==> src/rtl/pa_pkg.sv <==
package pa_pkg;
    typedef enum logic [0:0] {
        ST_IDLE = 1'b0,
        ST_ALT  = 1'b1
    } pa_state_e;
endpackage

==> src/rtl/pa_line_store.sv <==
module pa_line_store #(
    parameter int LINES  = 16,
    parameter int KEY_W  = 7,
    parameter int DATA_W = 16,
    localparam int LINE_W = $clog2(LINES)
) (
    input  logic              clk,
    input  logic              rst_n,
    input  logic              fill_en,
    input  logic [LINE_W-1:0] fill_line,
    input  logic [KEY_W-1:0]  fill_key,
    input  logic [DATA_W-1:0] fill_data,
    input  logic [LINE_W-1:0] rd_line,
    output logic              rd_valid,
    output logic [KEY_W-1:0]  rd_key,
    output logic [DATA_W-1:0] rd_data
);
    logic [LINES-1:0]  valid_q;
    logic [KEY_W-1:0]  key_q  [LINES];
    logic [DATA_W-1:0] data_q [LINES];

    for (genvar g = 0; g < LINES; g++) begin : g_line
        always_ff @(posedge clk) begin
            if (!rst_n) begin
                valid_q[g] <= 1'b0;
            end else if (fill_en && fill_line == LINE_W'(g)) begin
                valid_q[g] <= 1'b1;
            end
        end

        always_ff @(posedge clk) begin
            if (fill_en && fill_line == LINE_W'(g)) begin
                key_q[g]  <= fill_key;
                data_q[g] <= fill_data;
            end
        end
    end

    always_comb begin
        rd_valid = valid_q[rd_line];
        rd_key   = key_q[rd_line];
        rd_data  = data_q[rd_line];
    end

    // a filled line reads back as valid on the next cycle
    assert_fill_sets_valid_R8: assert property (@(posedge clk) disable iff (!rst_n)
        fill_en |=> valid_q[$past(fill_line)]);
endmodule

==> src/rtl/pa_key_match.sv <==
module pa_key_match #(
    parameter int KEY_W = 7
) (
    input  logic             line_valid,
    input  logic [KEY_W-1:0] line_key,
    input  logic [KEY_W-1:0] probe_key,
    output logic             match
);
    always_comb begin
        match = line_valid && (line_key == probe_key);
    end
endmodule

==> src/rtl/pseudo_assoc_lookup.sv <==
module pseudo_assoc_lookup
    import pa_pkg::*;
#(
    parameter int ADDR_W = 10,
    parameter int IDX_W  = 4,
    parameter int DATA_W = 16
) (
    input  logic              clk,
    input  logic              rst_n,
    input  logic              req_valid,
    output logic              req_ready,
    input  logic [ADDR_W-1:0] req_addr,
    output logic              resp_valid,
    output logic              resp_hit,
    output logic              resp_slow,
    output logic [DATA_W-1:0] resp_data,
    input  logic              fill_en,
    input  logic [IDX_W-1:0]  fill_line,
    input  logic [ADDR_W-1:0] fill_addr,
    input  logic [DATA_W-1:0] fill_data
);
    localparam int LINES = 1 << IDX_W;
    localparam int KEY_W = ADDR_W - IDX_W + 1;
    localparam logic [IDX_W-1:0] TOP_FLIP = IDX_W'(1) << (IDX_W - 1);

    pa_state_e         state_q, state_d;
    logic [ADDR_W-1:0] held_addr_q;

    logic [IDX_W-1:0]  probe_line;
    logic [KEY_W-1:0]  probe_key;
    logic              line_valid;
    logic [KEY_W-1:0]  line_key;
    logic [DATA_W-1:0] line_data;
    logic              probe_hit;
    logic              accept;

    assign req_ready = (state_q == ST_IDLE);
    assign accept    = req_valid && req_ready;

    always_comb begin
        if (state_q == ST_ALT) begin
            probe_line = held_addr_q[IDX_W-1:0] ^ TOP_FLIP;
            probe_key  = held_addr_q[ADDR_W-1:IDX_W-1];
        end else begin
            probe_line = req_addr[IDX_W-1:0];
            probe_key  = req_addr[ADDR_W-1:IDX_W-1];
        end
    end

    pa_line_store #(
        .LINES  (LINES),
        .KEY_W  (KEY_W),
        .DATA_W (DATA_W)
    ) u_store (
        .clk       (clk),
        .rst_n     (rst_n),
        .fill_en   (fill_en),
        .fill_line (fill_line),
        .fill_key  (fill_addr[ADDR_W-1:IDX_W-1]),
        .fill_data (fill_data),
        .rd_line   (probe_line),
        .rd_valid  (line_valid),
        .rd_key    (line_key),
        .rd_data   (line_data)
    );

    pa_key_match #(
        .KEY_W (KEY_W)
    ) u_match (
        .line_valid (line_valid),
        .line_key   (line_key),
        .probe_key  (probe_key),
        .match      (probe_hit)
    );

    always_comb begin
        state_d = state_q;
        unique case (state_q)
            ST_IDLE: if (accept && !probe_hit) state_d = ST_ALT;
            ST_ALT:  state_d = ST_IDLE;
        endcase
    end

    always_ff @(posedge clk) begin
        if (!rst_n) begin
            state_q     <= ST_IDLE;
            held_addr_q <= '0;
        end else begin
            state_q <= state_d;
            if (accept) held_addr_q <= req_addr;
        end
    end

    always_ff @(posedge clk) begin
        if (!rst_n) begin
            resp_valid <= 1'b0;
            resp_hit   <= 1'b0;
            resp_slow  <= 1'b0;
            resp_data  <= '0;
        end else begin
            resp_valid <= 1'b0;
            resp_hit   <= 1'b0;
            resp_slow  <= 1'b0;
            resp_data  <= '0;
            unique case (state_q)
                ST_IDLE: begin
                    if (accept && probe_hit) begin
                        resp_valid <= 1'b1;
                        resp_hit   <= 1'b1;
                        resp_data  <= line_data;
                    end
                end
                ST_ALT: begin
                    resp_valid <= 1'b1;
                    resp_hit   <= probe_hit;
                    resp_slow  <= probe_hit;
                    resp_data  <= probe_hit ? line_data : '0;
                end
            endcase
        end
    end

    assert_fast_next_cycle_R2: assert property (@(posedge clk) disable iff (!rst_n)
        (accept && probe_hit) |=> (resp_valid && resp_hit && !resp_slow && req_ready));

    assert_miss_goes_busy_R3: assert property (@(posedge clk) disable iff (!rst_n)
        (accept && !probe_hit) |=> (!req_ready && !resp_valid));

    assert_slow_has_hit_R4: assert property (@(posedge clk) disable iff (!rst_n)
        resp_slow |-> resp_hit);

    assert_alt_returns_R6: assert property (@(posedge clk) disable iff (!rst_n)
        !req_ready |=> (req_ready && resp_valid));

    assert_quiet_outputs_R9: assert property (@(posedge clk) disable iff (!rst_n)
        !resp_valid |-> (!resp_hit && !resp_slow && resp_data == '0));
endmodule

==> config.mk <==
export PLATFORM = sky130hd
export DESIGN_NAME = pseudo_assoc_lookup
export DESIGN_NICKNAME = d
export VERILOG_FILES = /design/src/rtl/pa_pkg.sv /design/src/rtl/pa_line_store.sv /design/src/rtl/pa_key_match.sv /design/src/rtl/pseudo_assoc_lookup.sv
export SDC_FILE = /design/constraint.sdc
export NUM_CORES = 1
export LEC_CHECK = 0
export BUFFER_PORTS_ARGS = -buffer_cell sky130_fd_sc_hd__buf_4
export CAP_MARGIN = 0
export CORE_UTILIZATION = 58
export CTS_BUF_LIST = sky130_fd_sc_hd__clkbuf_4 sky130_fd_sc_hd__clkbuf_8
export CTS_CLUSTER_SIZE = 8
export DETAILED_ROUTE_END_ITERATION = 8
export GPL_ROUTABILITY_DRIVEN = 0
export PLACE_DENSITY = 0.78
export SLEW_MARGIN = 30
export SYNTH_ARGS = -nofsm -noshare
export SYNTH_HDL_FRONTEND = slang
export SYNTH_SLANG_ARGS = --single-unit
==> constraint.sdc <==
create_clock -name clk -period 2.37 [get_ports clk]
set_input_delay 0 -clock clk [delete_from_list [all_inputs] [get_ports clk]]
set_output_delay 0 -clock clk [all_outputs]
set_load 0.1 [all_outputs]
======== Word level (Yosys, flattened, before mapping) ========
Memories as Yosys holds them, arrays and structs flattened.
Cells that the tools add are included.
word-level totals
  register bits ........................... 46
  memory bits (writable) .................. 368
  bits of input ports ..................... 44
  output and inout port bits .............. 20
  word-level logic and storage cells ...... 230
  memories kept ........................... 2
memories
  memory          words  bits a word  rd ports  clocked after memory_dff  write ports  RTL line             RTL
  u_store.data_q  16     16           1         0                         1            pa_line_store.sv:20  logic [DATA_W-1:0] data_q [LINES];
  u_store.key_q   16     7            1         0                         1            pa_line_store.sv:19  logic [KEY_W-1:0] key_q [LINES];
cells by class
  magnitude comparators ................... 1
  equal/unequal tests ..................... 16
  multiplexer cells ....................... 134
  bitwise logic cells ..................... 2
  reductions and logical operators ........ 53
operators by type and width
  kind                number
  $mux 16             17
  $reduce_or 16->1    15
  $mux 4              31
  $mux 7              16
  $reduce_or 7->1     15
  $mux 1              65
  $eq 4x4->1 const B  8
  $pmux 16 s2         1
  $logic_and 1x1->1   20
  $eq 4x3->1 const B  4
  $eq 4x2->1 const B  2
  $eq 7x7->1          1
  $pmux 1 s2          3
  $lt 4x5->1 const B  1
  $bmux 1 s4          1
  $eq 4x1->1 const B  1
  $logic_not 4->1     1
  $not 1->1           2
  $reduce_and 2->1    1
  $logic_not 1->1     1

======== Logic depth before layout (Yosys ltp) ========
Gate-level depths: netlist of the first run.
  depth after elaboration ................. 20
  depth in mapped cells ................... 12
  mapped depth without buffers ............ 8

======== Modules after synthesis ========
A second synthesis of the first run with hierarchy kept.
unflattened totals
  cell total of the unflattened synthesis .. 741
  area total of the unflattened synthesis .. 15,615.0 µm²
by module, submodules not included
  module               times used  cells an instance  area each (µm²)  sequential area each (µm²)
  pa_line_store        1           630                14,418.8         11,370.9
  pseudo_assoc_lookup  1           101                1,118.6          600.6
  pa_key_match         1           10                 77.6             0.0

======== Least setup slack after synthesis of the first run ========
No wires, ideal clock.
  path type ............................... reg2reg
  start point ............................. register state_q
  end point ............................... register resp_data[10]
  library setup time ...................... 0.073 ns
  data arrival time ....................... 2.804 ns
  required time ........................... 2.297 ns
  setup slack ............................. -0.506 ns
  stages on the path, launching flop included .. 12
  buffers on the path ..................... 3
  cell sequence ........................... dfxtp_1 -> buf_6 -> buf_6 -> inv_1 -> o31ai_1 -> a32oi_1 -> a21oi_1 -> nor4_2 -> o2111ai_1 -> nor4_4 -> buf_6 -> nor3b_2
RTL lines
  element                 RTL line                    RTL
  start, declared         pseudo_assoc_lookup.sv:26   pa_state_e state_q, state_d;
  start signal, assigned  pseudo_assoc_lookup.sv:89   state_q <= state_d;
  $not 1->1 *             -
  via req_ready           pseudo_assoc_lookup.sv:11   output logic req_ready,
  $logic_and 1x1->1       pseudo_assoc_lookup.sv:38   assign accept = req_valid && req_ready;
  $logic_and 1x1->1       pseudo_assoc_lookup.sv:107  if (accept && probe_hit) begin
  $mux 16                 pseudo_assoc_lookup.sv:107
  $pmux 16 s2 *           pseudo_assoc_lookup.sv:105  unique case (state_q)
  end signal, assigned    pseudo_assoc_lookup.sv:110  resp_data <= line_data;
  end signal, assigned    pseudo_assoc_lookup.sv:117  resp_data <= probe_hit ? line_data : '0;
  end, declared           pseudo_assoc_lookup.sv:16   output logic [DATA_W-1:0] resp_data,
The timed path passes the listed nets; every way through them passes the cells marked *. The select of a mux whose other input is x is not followed.
A chain may end at the register's enable or synchronous reset.

======== Final worst setup path of the first run ========
  start point ............................. register state_q
  end point ............................... register resp_data[14]
between the ends
  word-level cells in the longest chain between the ends .. 7
ends and longest elaborated chain
  element                                            RTL line                                 RTL
  $mux 4                                             pseudo_assoc_lookup.sv:41                if (state_q == ST_ALT) begin
  $mem_v2 16x7 / $bmux 1 s4 (equally long branches)  -
  $eq 7x7->1 / $mux 1 (equally long branches)        pa_key_match.sv:10, pa_line_store.sv:40
  $logic_and 1x1->1                                  pa_key_match.sv:10                       match = line_valid && (line_key == probe_key);
  $logic_and 1x1->1                                  pseudo_assoc_lookup.sv:107
  $mux 16                                            pseudo_assoc_lookup.sv:107
  $pmux 16 s2 *                                      pseudo_assoc_lookup.sv:105
Mark *: on every way between the ends. The rest lies on a longest branch, timed or not. The select of a mux whose other input is x is not followed.

==> results of run 1 <==
-- kinds of logic after synthesis --
group	after synthesis
XOR/XNOR	5
AO/OA/AOI/OAI	134
AND/OR/NAND/NOR	514
flip-flops	414
multiplexers	35
buffers and inverters	77
-- placed cells by master (no fill, tap or decap), drive strengths merged, types with 15 or more instances in the layout --
cell	count
edfxtp	368
nand2	333
buf	159
clkbuf	104
nand3	72
a311oi	64
dlygate4sd3	46
dfxtp	46
and3	33
o21a	24
nor3b	16
mux4	16
nand4	15
nor2	15
mux2i	15
-- flip-flops by register name (all words and copies together) (netlist names) --
signal	cells
held_addr_q	10
resp_data	16
resp_hit	1
resp_slow	1
resp_valid	1
state_q	1
u_store.data_q	256
u_store.key_q	112
u_store.valid_q	16
-- final cells by class --
cell class,instances,share of cell area (%)
Timing Repair Buffer,205,9.42
Tap cell,378,2.36
Multi-Input combinational cell,690,22.1
Inverter,1,0.0374
Clock inverter,11,0.424
Sequential cell,414,59.7
Clock buffer,104,6.01
-- worst max-delay path by stage --
stage / startpoint / end / slack (ns) / depth (start not counted)
2_1_floorplan: state_q / resp_data[10] / -0.34 / 11
3_3_place_gp: state_q / resp_data[6] / -0.38 / 10
3_5_place_dp: state_q / resp_data[14] / -0.54 / 8
4_1_cts: state_q / resp_data[13] / -0.52 / 12
5_1_grt: state_q / resp_data[14] / -0.71 / 11
6_report: state_q / resp_data[14] / -0.63 / 10
-- critical path: cells and delay by family, from the launching register on --
kind | cells | cell delay [ns]
compound gates | 1 | 0.18
xor+xnor | 1 | 0.21
simple gates | 4 | 0.82
mux | 2 | 0.91
flops | 1 | 0.43
buf+inv | 2 | 0.33
-- power by group through the flow --
stage / sequential, mW / clock, mW / combinational, mW
2_1_floorplan: 8.29 / 0 / 0.796
3_3_place_gp: 8.28 / 0 / 1.27
3_5_place_dp: 8.29 / 0 / 1.31
4_1_cts: 8.14 / 6.03 / 1.45
5_1_grt: 8.15 / 6.34 / 1.59
6_report: 8.14 / 5.97 / 1.48
-- routing by layer --
| metal | vias to the layer above | part of all wire (%) | global-route usage [%] |
|---|---|---|---|
| li1 | 4853 | - | - |
| met1 | 5481 | 39 | 39.5 |
| met2 | 586 | 49 | 46.9 |
| met3 | 109 | 9.4 | 4.88 |
| met4 | 0 | 2.7 | 11.4 |
| met5 | - | 0 | 0 |
-- repair_timing --
action	CTS	global route
endpoints found under the setup margin	20	26
cloned	5	0
pin swaps	16	4
hold buffers	46	0
setup buffers	15	2
gates resized for setup	30	7
endpoints found under the hold margin	419	0
==> metrics.cfg, run 1 <==
[outcome]
outcome=complete, but fails checks
violations=setup timing

[cts]
clock_sinks=414
cts_max_level=3
clkTransAtPathRegs_ns=0.06
clk_path_buf_depth=3
cts_buffers=66
clock_latency_ns=0.59
cts_root_buffer=clkbuf_8
cts_tree=built

[route]
drtAntennaViolNets=0
drt_iter0_markers=1254
drt_first_pass_iters=7
drt-wirelength-per-cell_um=22.7
remaining_drc_errors=0
num_vias=11000
viasPerCell=6.12
routed_wirelength_um=40900

[yosys]
ys.flop_type=edfxtp_1
synth_xor_area_share_pct=0.265
synth.mux.area_fraction_pct=3.72
syn_nets=1223
synth_top_area_share_pct=67.0
synthSimpleGateAreaFrac_pct=14.5
synth_top_cell_by_area=edfxtp_1
synth_compound_area_share_pct=6.58
ys_async_sr_fraction_pct=0
synth.area.top_cells=edfxtp_1 (67%), nand2_1 (7.6%), dfxtp_1 (5.6%), a311oi_1 (3.4%), nand3_1 (2.2%)
synth_edf_count=368
yosysMostFrequentCell=edfxtp_1
synth_seq_area_share_pct=72.6
syn_area_per_cell_um2=14.0
yosysWarnings=0
synth_cells=1179
synth_cell_types=56
yosys.area_share.adder_pct=0
synth_area_mm2=0.0165
ys_ff_latch=414
synth_top_family_by_area=simple AND/OR/NAND/NOR gates
yosys-top-cells-count=edfxtp_1 (368), nand2_1 (333), nand3_1 (72)

[layout]
multiInputGateArea_mm2=0.00444
layoutNonFillerInstCount=1803
final_util_pct=72.1
drive_above_1_share_pct=24.3
area_growth_pct=21.6
design_area_mm2=0.0201
seq_area_mm2=0.0120
diodes=0
fill_cells=1693
nets=1422

[grt]
antenna_found_initial=0
first_global_vias=11000
grt_pass1_wl_um=62000
track_usage_pct=29.0
grt_overflow=0
grt_max_degree=79

[worst_setup_path]
r2r_start=state_q
slowest_delay_ns=0.50
reg2reg_depth=10
path_class=flip-flop to flip-flop
crit_chain=mux2_4 > mux4_1 > nand2_1 > nand4_1 > xor2_2 > o2111ai_2 > nor4_4 > buf_6 > buf_12 > nor3b_4
crit_slowest_cell=mux4_1
cp_max_fo=7
reg2reg_to=resp_data[14]
start_kind=flip-flop
r2r_setup_slack_ns=-0.63
arrival_ns=3.49
cp-end-kind=flip-flop
critPathRequiredTime_ns=2.86

[timing]
setup-violations-final=20
finalCritPeriodShare_pct=127
timing.fmax_ghz=0.334
fin_hold_ws_ns=0.0596
fin_skew_ns=0.0311
fin_crit_ns=3.00
relSlewSlack_pct=58.1
rsz0062_at_grt=yes
worst_pin_slew_ns=0.629
tns_ns=-10.43
slew_violations=0
final_hold_viol_count=0
fin_ws_ns=-0.628

[power_and_ir_drop]
p_int_mw=11.9
p_clk_share_pct=38.3
leakage_nw=7.09
ir_drop_mv=0.510
cellPowerDensity_mw_per_mm2=777
finalPower_mw=15.6
pwr-share-seq_pct=52.2
switchingPower_mw=3.66
p_comb_share_pct=9.5
p_sw_share_pct=23.5

[die]
coreArea_mm2=0.0279
die_h_um=171
rows=61
start_util_pct=59.2
dieWidth_um=171
io_pins=64
die_area_mm2=0.0291

[place]
dp_worst_setup_slack_ns=-0.538
place_hpwl_um=22100
portBuffers=60
place_area_mm2=0.0180
dp_cells=1621

[min_path]
min_path_cells=3
holdCritStartpoint=fill_line[0]
hold_path.class=primary input to flip-flop
whs_endpoint=u_store.data_q[0][8]

[flow_run]
maxCapViolCount=0

No activity file was read; power rests on OpenSTA's default activity.
==> run 2: changes to the inputs <==
==> constraint.sdc (replaced) <==
create_clock -name clk -period 2.7 [get_ports clk]
set_input_delay 0 -clock clk [delete_from_list [all_inputs] [get_ports clk]]
set_output_delay 0 -clock clk [all_outputs]
set_load 0.1 [all_outputs]
==> metrics.cfg, run 2 (synthesized netlist as in run 1, its figures left out) <==
[die]
dieWidth_um=171
io_pins=64
die_area_mm2=0.0291
rows=61
start_util_pct=59.2
die_h_um=171
coreArea_mm2=0.0279

[layout]
drive_above_1_share_pct=24.6
fill_cells=1692
area_growth_pct=21.4
mostFrequentLayoutCells=edfxtp_1 (368), nand2_1 (329), buf_4 (132)
largest_reg_flops=256
top_register=u_store.data_q
final_common_cell=edfxtp_1
reg.largest.list=u_store.data_q x256, u_store.key_q x112
diodes=0
final_util_pct=71.9
nets=1420

[route]
drt_first_pass_iters=5
routed_wirelength_um=40200
drt-wirelength-per-cell_um=22.3
remaining_drc_errors=0
viasPerCell=6.11
drtAntennaViolNets=0
num_vias=11000
drt_iter0_markers=1239

[grt]
antenna_found_initial=0
grt_overflow=0
grt_pass1_wl_um=59600
grt_max_degree=79
first_global_vias=10500
track_usage_pct=27.8

[worst_setup_path]
start_kind=flip-flop
arrival_ns=3.33
reg2reg_depth=11
crit_end=resp_data[14]
reg2reg_to=resp_data[14]
cp_max_fo=9
r2r_start=state_q
critPathRequiredTime_ns=3.22
path_class=flip-flop to flip-flop
cp-startpoint=state_q
cp-end-kind=flip-flop
r2r_setup_slack_ns=-0.11

[cts]
cts_tree=built
clock_latency_ns=0.62
clk_path_buf_depth=3
cts_root_buffer=clkbuf_8
clock_sinks=414
cts_max_level=2
clkTransAtPathRegs_ns=0.07
cts_buffers=61

[min_path]
hold_path.class=primary input to flip-flop

[power_and_ir_drop]
finalPower_mw=13.5
leakage_nw=7.06
cellPowerDensity_mw_per_mm2=674
ir_drop_mv=0.436

[timing]
timing.fmax_ghz=0.356
setup-violations-final=19
tns_ns=-1.47
fin_crit_ns=2.81
fin_hold_ws_ns=0.0416
fin_skew_ns=0.0360
rsz0062_at_grt=yes
relSlewSlack_pct=46.3
final_hold_viol_count=0
slew_violations=0
finalCritPeriodShare_pct=104
worst_pin_slew_ns=0.803
fin_ws_ns=-0.105

[flow_run]
maxCapViolCount=0

[outcome]
outcome=complete, but fails checks
violations=setup timing

[place]
portBuffers=60
place_hpwl_um=21700
dp_worst_setup_slack_ns=-0.323

run 2: how the worst min path moves through the flow:
stage                 start              endpoint  slack [ns]  depth (start not counted)
2_1_floorplan  fill_data[0]  u_store.data_q[0][0]         0.1                          0
3_3_place_gp    req_addr[8]        held_addr_q[8]        0.27                          3
3_5_place_dp    req_addr[8]        held_addr_q[8]        0.28                          3
4_1_cts        fill_line[0]  u_store.data_q[4][4]        0.01                          4
5_1_grt        fill_line[0]  u_store.data_q[4][0]        0.03                          4
6_report       fill_line[0]   u_store.key_q[4][3]        0.04                          4
run 2: worst max-delay path, cell delays in order (launching register included):
cell and delay, ns:
dfxtp_4 0.44, mux2_4 0.40, buf_12 0.17, mux2i_1 0.11, a32oi_1 0.24, a21oi_1 0.14, nor4_2 0.25, o2111ai_2 0.19
nor4_4 0.28, buf_6 0.19, buf_12 0.15, nor3b_2 0.15
run 2: layout make-up:
type / count / area, um^2 / share of cell area [%]
Sequential cell: 414 / 12000 / 59.8
Multi-Input combinational cell: 691 / 4470 / 22.3
Timing Repair Buffer: 207 / 1860 / 9.29
Clock buffer: 108 / 1210 / 6.05
Tap cell: 378 / 473 / 2.36
Clock inverter: 4 / 35.0 / 0.175
Inverter: 1 / 7.51 / 0.0375
run 2: metal layers:
metal / wire length [um] / up-vias / GRT usage, %
li1: - / 4865 / -
met1: 16100 / 5437 / 39.2
met2: 18900 / 609 / 43.1
met3: 3920 / 99 / 5.23
met4: 1260 / 0 / 11.4
met5: 0 / - / 0
run 2: power breakdown:
part           switching, mW  internal (mW)  total (mW)
Sequential            0.0414           7.10        7.14
Clock                   2.27           2.79        5.06
Combinational          0.794          0.507        1.30
run 2: through the flow:
step / area (um^2) / cells
after floorplan: 16500 / 1179
final: 20000 / 1803
after CTS: 19800 / 1789
after global routing: 20000 / 1803
after global placement: 17800 / 1612
after detailed placement: 17800 / 1612
run 2: what timing repair did:
| item | CTS | global route |
|---|---|---|
| gates cloned | 4 | 1 |
| hold buffers | 51 | 0 |
| gates resized for setup | 34 | 28 |
| setup endpoints to repair | 20 | 20 |
| pin swaps | 7 | 19 |
| setup buffers | 10 | 13 |
| endpoints found under the hold margin | 411 | 0 |
